===== config.mk =====
export PLATFORM = sky130hd
export DESIGN_NAME = impl_net
export DESIGN_NICKNAME = d
export VERILOG_FILES = /design/src/rtl/implnet_pkg.sv /design/src/rtl/implnet_cfg.sv /design/src/rtl/implnet_cell.sv /design/src/rtl/impl_net.sv
export SDC_FILE = /design/constraint.sdc
export NUM_CORES = 1
export LEC_CHECK = 0
export ABC_AREA = 0
export BUFFER_PORTS_ARGS = -buffer_cell sky130_fd_sc_hd__buf_2
export CORE_ASPECT_RATIO = 0.7
export CORE_MARGIN = 2
export CORE_UTILIZATION = 49
export DETAILED_ROUTE_END_ITERATION = 8
export HOLD_SLACK_MARGIN = 0.05
export PLACE_DENSITY = 0.66
export REMOVE_ABC_BUFFERS = 1
export SLEW_MARGIN = 30
export SYNTH_ARGS = -nofsm -noshare
export SYNTH_HDL_FRONTEND = slang
export SYNTH_SLANG_ARGS = --single-unit

===== constraint.sdc =====
create_clock -name clk -period 2.8 [get_ports clk]
set_input_delay 0.42 -clock clk [delete_from_list [all_inputs] [get_ports clk]]
set_output_delay 0.42 -clock clk [all_outputs]
set_load 0.05 [all_outputs]

===== src/rtl/implnet_pkg.sv =====
package implnet_pkg;

    typedef enum logic [0:0] {
        ST_LOAD = 1'b0,
        ST_EVAL = 1'b1
    } net_state_t;

    localparam logic [1:0] CODE_ONE  = 2'b10;
    localparam logic [1:0] CODE_ZERO = 2'b01;

    // Literal is false when its variable holds exactly the opposite code.
    function automatic logic lit_is_false(input logic [1:0] code, input logic plain);
        return plain ? (code == CODE_ZERO) : (code == CODE_ONE);
    endfunction

endpackage


===== src/rtl/implnet_cfg.sv =====
module implnet_cfg #(
    parameter int NSLOT = 64,
    parameter int AW    = 6,
    parameter int EW    = 5
) (
    input  logic                  clk,
    input  logic                  rst_n,
    input  logic                  wr_ok,
    input  logic                  we,
    input  logic [AW-1:0]         addr,
    input  logic [EW-1:0]         data,
    output logic [NSLOT*EW-1:0]   table_flat
);

    logic [NSLOT-1:0][EW-1:0] sel_q;

    always_ff @(posedge clk) begin
        if (!rst_n) begin
            sel_q <= '0;
        end else if (we && wr_ok && (int'(addr) < NSLOT)) begin
            sel_q[addr] <= data;
        end
    end

    assign table_flat = sel_q;

    AST_TABLE_FROZEN: assert property (@(posedge clk) disable iff (!rst_n)
        !wr_ok |=> $stable(sel_q));

endmodule


===== src/rtl/implnet_cell.sv =====
module implnet_cell
    import implnet_pkg::*;
#(
    parameter int NVAR  = 8,
    parameter int TERMS = 2,
    parameter int IW    = 3,
    parameter int EW    = 5
) (
    input  logic [2*NVAR-1:0]        vals,
    input  logic [4*TERMS*EW-1:0]    sel,
    output logic                     imp_t,
    output logic                     imp_f
);

    logic [1:0][TERMS-1:0] term;

    for (genvar s = 0; s < 2; s++) begin : g_side
        for (genvar t = 0; t < TERMS; t++) begin : g_term
            logic [1:0] used;
            logic [1:0] holds;
            for (genvar k = 0; k < 2; k++) begin : g_factor
                logic [EW-1:0] ent;
                logic [IW-1:0] idx;
                logic [1:0]    code;
                assign ent  = sel[((s*TERMS+t)*2+k)*EW +: EW];
                assign idx  = ent[IW-1:0];
                assign code = (int'(idx) < NVAR) ? vals[2*idx +: 2] : 2'b00;
                assign used[k]  = ent[IW+1];
                assign holds[k] = !ent[IW+1] || lit_is_false(code, ent[IW]);
            end
            assign term[s][t] = (|used) && (&holds);
        end
    end

    assign imp_t = |term[1];
    assign imp_f = |term[0];

endmodule


===== src/rtl/impl_net.sv =====
module impl_net
    import implnet_pkg::*;
#(
    parameter  int NVAR  = 8,
    parameter  int TERMS = 2,
    localparam int IW    = (NVAR > 1) ? $clog2(NVAR) : 1,
    localparam int EW    = IW + 2,
    localparam int NSLOT = NVAR * 4 * TERMS,
    localparam int AW    = $clog2(NSLOT)
) (
    input  logic                clk,
    input  logic                rst_n,
    input  logic                go,
    input  logic                halt,
    input  logic                cfg_we,
    input  logic [AW-1:0]       cfg_addr,
    input  logic [EW-1:0]       cfg_data,
    input  logic [2*NVAR-1:0]   vals,
    output logic [NVAR-1:0]     imp_true,
    output logic [NVAR-1:0]     imp_false,
    output logic                contra,
    output logic                change
);

    localparam int CELL_W = 4 * TERMS * EW;

    net_state_t st, st_nx;

    logic [NSLOT*EW-1:0] table_flat;
    logic [NVAR-1:0]     imp_t_n, imp_f_n;
    logic [NVAR-1:0]     imp_t_q, imp_f_q;
    logic                contra_n, contra_q, chg_q;

    // Sequencer state register
    always_ff @(posedge clk) begin
        if (!rst_n) st <= ST_LOAD;
        else        st <= st_nx;
    end

    always_comb begin
        st_nx = st;
        unique case (st)
            ST_LOAD: if (go)   st_nx = ST_EVAL;
            ST_EVAL: if (halt) st_nx = ST_LOAD;
        endcase
    end

    implnet_cfg #(.NSLOT(NSLOT), .AW(AW), .EW(EW)) u_cfg (
        .clk        (clk),
        .rst_n      (rst_n),
        .wr_ok      (st == ST_LOAD),
        .we         (cfg_we),
        .addr       (cfg_addr),
        .data       (cfg_data),
        .table_flat (table_flat)
    );

    for (genvar v = 0; v < NVAR; v++) begin : g_cell
        implnet_cell #(.NVAR(NVAR), .TERMS(TERMS), .IW(IW), .EW(EW)) u_cell (
            .vals  (vals),
            .sel   (table_flat[v*CELL_W +: CELL_W]),
            .imp_t (imp_t_n[v]),
            .imp_f (imp_f_n[v])
        );
    end

    always_comb begin
        contra_n = 1'b0;
        for (int v = 0; v < NVAR; v++) begin
            if (imp_t_n[v] && imp_f_n[v])                 contra_n = 1'b1;
            if (imp_t_n[v] && vals[2*v +: 2] == CODE_ZERO) contra_n = 1'b1;
            if (imp_f_n[v] && vals[2*v +: 2] == CODE_ONE)  contra_n = 1'b1;
        end
    end

    // Output registers
    always_ff @(posedge clk) begin
        if (!rst_n) begin
            imp_t_q  <= '0;
            imp_f_q  <= '0;
            contra_q <= 1'b0;
            chg_q    <= 1'b0;
        end else begin
            unique case (st)
                ST_EVAL: begin
                    imp_t_q  <= imp_t_n;
                    imp_f_q  <= imp_f_n;
                    contra_q <= contra_n;
                    chg_q    <= (imp_t_n != imp_t_q) || (imp_f_n != imp_f_q);
                end
                ST_LOAD: begin
                    imp_t_q  <= '0;
                    imp_f_q  <= '0;
                    contra_q <= 1'b0;
                    chg_q    <= 1'b0;
                end
            endcase
        end
    end

    assign imp_true  = imp_t_q;
    assign imp_false = imp_f_q;
    assign contra    = contra_q;
    assign change    = chg_q;

    AST_LOAD_QUIET: assert property (@(posedge clk) disable iff (!rst_n)
        (st == ST_LOAD) |=> (imp_t_q == '0 && imp_f_q == '0 && !contra_q && !chg_q));
    AST_BOTH_SIDES_CONTRA: assert property (@(posedge clk) disable iff (!rst_n)
        (|(imp_t_q & imp_f_q)) |-> contra_q);
    AST_CHANGE_HAS_CAUSE: assert property (@(posedge clk) disable iff (!rst_n)
        chg_q |-> (imp_t_q != $past(imp_t_q) || imp_f_q != $past(imp_f_q)));
    AST_STILL_WHEN_QUIET: assert property (@(posedge clk) disable iff (!rst_n)
        ($past(st) == ST_EVAL && !chg_q) |-> ($stable(imp_t_q) && $stable(imp_f_q)));

endmodule


# Word-level counts from Yosys, hierarchy flattened
# Cells that the tools add are included.
classes:
  shifts: 64
  n_mux: 98
  n_reduce_logical: 267
  bitwise: 1
  order_cmp: 2
  n_eq_ne: 146
ops:
  columns: ["operator", "count"]
  rows:
  - ["$shiftx A16 B5 Y2", 64]
  - ["$bwmux W320", 1]
  - ["$eq A2 B1 Y1 const B", 72]
  - ["$eq A2 B2 Y1 const B", 72]
  - ["$reduce_or A2 Y1", 48]
  - ["$mux W1", 90]
  - ["$logic_or A1 B1 Y1", 65]
  - ["$logic_not A1 Y1", 64]
  - ["$reduce_and A2 Y1", 32]
  - ["$logic_and A1 B1 Y1", 58]
  - ["$pmux W8 S2", 2]
  - ["$demux W5 S6", 1]
  - ["$ne A8 B8 Y1", 2]
  - ["$lt A6 B7 Y1 const B", 1]
  - ["$ge A6 B1 Y1 const B", 1]
  - ["$pmux W1 S2", 3]
  - ["$mux W5", 1]
  - ["$not A1 Y1", 1]
totals:
  register_bits: 339
  elab_cells: 647
  inputBits: 32
  out_inout_bits: 18

# Logic depth before layout (Yosys ltp)
depth:
  word_depth: 33
  depth_mapped: 11
  ltp_nobuf: 9

# Hierarchy
# Synthesis repeated with hierarchy kept, for this count alone.
hier_totals:
  hier_cells: 2141
  hier_area_um2: 22801.9
by_module_without_submodules:
  columns: ["mod", "seq_area_each_um2", "area_per_inst_um2", "instances", "cells_each"]
  rows:
  - ["implnet_cfg", 6406.1, 12046.6, 1, 1150]
  - ["implnet_cell (g_cell[2].u_cell ...)", 0.0, 1223.7, 6, 111]
  - ["implnet_cell (g_cell[0].u_cell ...)", 0.0, 1275.0, 2, 115]
  - ["impl_net", 380.4, 863.3, 1, 95]

# Worst setup path after synthesis
# OpenSTA, ideal clock, no wires.
synth_timing:
  kind: "input-to-reg"
  start: "in vals[7]"
  end: "reg contra_q (netlist: contra)"
  setup_ns: 0.129
  stages: 10
  path_slack_ns: 0.241
  n_path_buf: 2
  arrival_ns: 2.430
  t_required_ns: 2.671
  path_cell_list: "buf_2 > buf_4 > mux2i_1 > nor3_1 > mux4_2 > a311o_1 > a32o_1 > a21boi_1 > nor4_1 > a31oi_1"
synth_between:
  elab_chain_len: 33
  word_cells_on_any_way: 451
  cone_classes: "130 x eq/ne; 64 x shift; 89 x mux; 168 x reduce/logical"
synth_rtl:
  columns: ["element", "line", "source"]
  rows:
  - ["from (decl)", "impl_net.sv:18", "input logic [2*NVAR-1:0] vals,"]
  - ["$shiftx A16 B5 Y2", "implnet_cell.sv:27", "assign code = (int'(idx) < NVAR) ? vals[2*idx +: 2] : 2'b00;"]
  - ["$eq A2 B2 Y1 or $eq A2 B1 Y1 (tied branches)", "implnet_pkg.sv:13", "return plain ? (code == CODE_ZERO) : (code == CODE_ONE);"]
  - ["$mux W1", "implnet_pkg.sv:13", null]
  - ["$logic_or A1 B1 Y1", "implnet_cell.sv:29", "assign holds[k] = !ent[IW+1] || lit_is_false(code, ent[IW]);"]
  - ["$reduce_and A2 Y1", "implnet_cell.sv:31", "assign term[s][t] = (|used) && (&holds);"]
  - ["$logic_and A1 B1 Y1", "implnet_cell.sv:31", null]
  - ["$reduce_or A2 Y1, on equally long branches", "implnet_cell.sv:35, implnet_cell.sv:36", null]
  - ["$logic_and A1 B1 Y1", "impl_net.sv:70", "if (imp_t_n[v] && imp_f_n[v]) contra_n = 1'b1;"]
  - ["[17 not listed]", null, null]
  - ["$mux W1", "impl_net.sv:72", "if (imp_f_n[v] && vals[2*v +: 2] == CODE_ONE) contra_n = 1'b1;"]
  - ["$mux W1", "impl_net.sv:70", null]
  - ["$mux W1", "impl_net.sv:71", "if (imp_t_n[v] && vals[2*v +: 2] == CODE_ZERO) contra_n = 1'b1;"]
  - ["$mux W1", "impl_net.sv:72", null]
  - ["$mux W1", "impl_net.sv:70", null]
  - ["$mux W1", "impl_net.sv:71", null]
  - ["$mux W1 *", "impl_net.sv:72", null]
  - ["$pmux W1 S2 *", "impl_net.sv:84", "unique case (st)"]
  - ["to (signal assigned)", "impl_net.sv:88", "contra_q <= contra_n;"]
  - ["to (decl)", "impl_net.sv:32", "logic contra_n, contra_q, chg_q;"]
# Mark *: on every way between the ends. The rest lies on a longest branch, timed or not.
# A chain may end at the register's enable or synchronous reset.

# Worst setup path in the final report
layout_timing:
  start: "in vals[6]"
  end: "reg chg_q (netlist: change)"
layout_between:
  elab_chain_len: 10
  word_cells_on_any_way: 404
  cone_classes: "130 x eq/ne; 64 x shift; 65 x mux; 145 x reduce/logical"
layout_rtl:
  columns: ["element", "line", "source"]
  rows:
  - ["$shiftx A16 B5 Y2", "implnet_cell.sv:27", null]
  - ["$eq A2 B2 Y1 or $eq A2 B1 Y1 (tied branches)", "implnet_pkg.sv:13", null]
  - ["$mux W1", "implnet_pkg.sv:13", null]
  - ["$logic_or A1 B1 Y1", "implnet_cell.sv:29", null]
  - ["$reduce_and A2 Y1", "implnet_cell.sv:31", null]
  - ["$logic_and A1 B1 Y1", "implnet_cell.sv:31", null]
  - ["$reduce_or A2 Y1, on equally long branches", "implnet_cell.sv:35, implnet_cell.sv:36", null]
  - ["$ne A8 B8 Y1", "impl_net.sv:89", "chg_q <= (imp_t_n != imp_t_q) || (imp_f_n != imp_f_q);"]
  - ["$logic_or A1 B1 Y1 *", "impl_net.sv:89", null]
  - ["$pmux W1 S2 *", "impl_net.sv:84", null]
  - ["to (signal assigned)", "impl_net.sv:89", null]
  - ["to (decl)", "impl_net.sv:32", null]
# Marked as above.

==> key figures <==
Power and ir drop
  – Pwr/cell area: around 420 nW/um^2
  – Peak supply drop: 0.3564 mV
  – Leak Pwr: 8.429 nW
  – Total Power: 11.47 mW

Logic synthesis
  – Gate Count Post-Synth: 2444
  – Ys async rst share: 0
  – Top FF cell, synth: dfxtp_1
  – Synth Area in XOR/XNOR: 0.005906
  – Synth Area in Adders: 0
  – Avg Cell Area, Syn: 9.708 sq um
  – Post-synthesis cell type count: 75
  – Synth warn: 0
  – Post-synth EDFFs: 0
  – Register area share after synthesis: 0.2860
  – Simple-gate share of the synthesized area: 0.2365
  – Main combinational cell family by area after synthesis: multiplexers
  – Mux share of post-synthesis cell area: 0.3122
  – Synth Area in Compound Gates: 0.1072
  – Yosys reg bits: roughly 340
  – Netlist Area Pre-Place: ~24000 sq um

Setup path
  – Crit path DAT: 3250 ps
  – R2R Path End: change
  – R2r startpoint: u_cfg.table_flat[295]
  – FF-to-FF setup slack: -20 ps
  – Worst EP required: 3200 ps
  – Worst Reg-to-Reg Cells: 10
  – Crit. End Element: register
  – Critical Path Source Type: input port
  – CP Launch Point: vals[6]
  – Critical Path End: change
  – Crit Path Category: in -> reg
  – Highest fanout seen on the critical path: 19

GRT
  – First-pass GRT wire length: between 100000 and 150000 um
  – GRT Resource Usage Total: 0.3130
  – Largest net degree at the start of global routing: 93
  – Gr ovfl total: 0
  – Vias in the first global route: about 20000
  – Initial antenna violation count: 2

Timing
  – Slew Viols, Final: 0
  – Skew final: between 20 and 25 ps
  – Slew @ Worst Pin: 744.7 ps
  – Max Clock Freq: 351.0 MHz
  – RSZ-0062 raised after global routing: true
  – Final-report setup violation count: 1
  – Final Hold Fails: 0
  – Final period utilization: 1.017
  – Final setup margin: -48.65 ps
  – Worst rel slew slack: 0.5024
  – Total negative slack: -48.65 ps
  – Min Tclk post-route: around 2800 ps

Clocking
  – Number of CTS-inserted buffers: 36
  – Root buf cell: clkbuf_16
  – Clk sink count: 339
  – H-tree levels: 2
  – Skew-Pair Late Insertion Delay: 550 ps
  – Clock Pin Slew Worst Setup and Hold Paths: 70 ps
  – TritonCTS clock tree: built
  – Clock buffer depth: 3

Worst hold path
  – Hold Crit Class: in -> reg
  – Worst hold start: halt

Routing
  – Via count: 21012
  – Initial drt markers: between 2000 and 2500
  – Wire per inst: 25.08 um
  – Antenna viol nets, final: 0
  – 1st-pass router iterations: 5
  – Total wire length: 79210 um
  – Post-DR vias/cell: between 6 and 7
  – Post-route DRC: 0

Floorplanning
  – DIE WIDTH: 267.0 um
  – Io pins: 50
  – Vert. Die Dim: 188.1 um
  – Placeable Area: ~48000 sq um
  – Die area: roughly 50000 sq um
  – Row count: 67
  – Initial Utilization: 0.4957

Finish
  – Layout cell share with drive strength beyond 1: 0.2653
  – Layout area overhead: 15.39%
  – N_diodes: 0
  – Post-layout instance area: 27380 sq um
  – Nets: 2514

Placed design
  – Buffers on Ports: 49
  – Area post-placement: 25950 sq um
  – Final HPWL DP: 51280 um
  – RD Place Congestion: 0.9455

Run status
  – Status: finished, violations left
  – Violated checks: negative setup slack

Flow run
  – Maxcap violations: 0
==> sequential cells by signal, summed over array words and instances (netlist names) <==
name and count:
change 1, st 1, imp_false 8, contra 1, imp_true 8, u_cfg.table_flat 320
==> critical path: stages <==
cell and delay (ps):
buf_2 280, buf_4 310, mux4_2 500, or3b_2 470, a21oi_1 150, a311o_1 220, a22oi_4 130, xor2_1 190
nand4_1 160, nor4_2 280, a31oi_1 120
==> layout make-up <==
cell class	instances	area, sq um
sequential	339	6845
clock inverter	11	160.2
inverter	11	41.29
clock buffer	48	1017
timing repair buffer	287	2604
multi-input combinational	1807	15890
fill	4056	20490
tap	655	819.5
==> cells in the final DEF, fill, tap and decap left out, types with 7 or more instances in the layout <==
cell type,n
dfxtp_1,314
nand2_1,233
mux4_2,228
nor2b_1,200
nand3_1,198
buf_4,194
a21boi_0,180
mux2i_1,177
nor2_1,81
buf_2,45
buf_12,44
o21ai_0,39
clkbuf_16,37
nor3_1,33
nand3b_1,32
nand2b_1,28
a21oi_1,27
nor3b_1,25
nand4b_1,23
and2_1,23
o21a_1,23
mux2_2,15
and3b_1,14
a31oi_1,14
dfxtp_2,14
nor4bb_1,13
nor4b_1,12
or3_1,12
or3b_2,12
inv_1,11
dfxtp_4,11
mux4_1,10
or3b_1,10
o2111ai_1,9
xnor2_1,7
xor2_1,7
==> repair_timing <==
item / 4_1_cts / 5_1_grt
setup endpoints to repair: 2 / 2
hold buffers: 0 / 0
setup buffers: 0 / 3
resized for setup: 7 / 63
endpoints found under the hold margin: 0 / 0
pin swaps: 4 / 14
==> cells in the mapped netlist, types with 8 or more instances <==
library cell / count / area share
a31oi_1: 15 / 0.0040
dfxtp_1: 339 / 0.29
nand3b_1: 32 / 0.010
nand2_1: 233 / 0.037
nor4_1: 8 / 0.0021
nand4b_1: 23 / 0.0085
nand2b_1: 28 / 0.0074
a21oi_1: 27 / 0.0057
nor3b_1: 29 / 0.0092
mux2i_1: 184 / 0.078
or3b_2: 12 / 0.0044
nor4b_1: 14 / 0.0052
mux4_1: 10 / 0.011
buf_1: 37 / 0.0059
nand3_1: 198 / 0.042
nor2b_1: 200 / 0.053
and3b_1: 14 / 0.0052
a21boi_0: 180 / 0.057
or3b_1: 10 / 0.0037
clkbuf_1: 197 / 0.031
nor4bb_1: 14 / 0.0059
inv_1: 11 / 0.0017
mux2_2: 15 / 0.0071
buf_2: 37 / 0.0078
nor3_1: 36 / 0.0076
xnor2_1: 8 / 0.0030
o21a_1: 23 / 0.0073
nor2_1: 81 / 0.013
xor2_1: 8 / 0.0030
and2_1: 23 / 0.0061
or3_1: 12 / 0.0032
o2111ai_1: 9 / 0.0033
o21ai_0: 39 / 0.0082
mux4_2: 228 / 0.22
==> layer usage <==
layer / vias to the layer above / share of wire / GRT usage
li1: 9113 / - / -
met1: 10456 / 0.42 / 0.4492
met2: 1247 / 0.44 / 0.4764
met3: 196 / 0.10 / 0.05988
met4: 0 / 0.033 / 0.09961
met5: - / 0 / 0
==> logic make-up (layout without fill, tap and decap cells) <==
kind of cell,Yosys count,in the layout
AND/OR/NAND/NOR,1004,1004
multiplexers,437,437
buffers and inverters,298,357
flip-flops,339,339
AO/OA/AOI/OAI,350,350
XOR/XNOR,16,16
==> through the flow <==
step | worst slack [ps] | cells | hold WS, ps | utilization
floorplan | -1559 | 2157 | 451.3 | -
finish | -48.65 | 3158 | 195.5 | 0.5720
global route | -89.77 | 3158 | 203.7 | 0.5720
CTS | 2.386 | 3155 | 184.3 | 0.5672
detailed placement | -542.0 | 3096 | 472.3 | 0.5421
global placement | -475.5 | 3096 | 465.3 | 0.5421
==> power by group <==
group	total, mW	internal (mW)	switching (mW)	leakage [nW]
Combinational	1.61	0.710	0.899	5.11
Clock	5.01	2.91	2.10	0.575
Sequential	4.85	4.83	0.0251	2.75
==> how the worst min path moves through the flow <==
stage / end / cells past startpoint
floorplan: u_cfg.table_flat[100] / 2
global placement: u_cfg.table_flat[133] / 2
detailed placement: u_cfg.table_flat[52] / 2
CTS: st / 3
global route: st / 3
finish: st / 3
(Power assumes the default switching activity.)
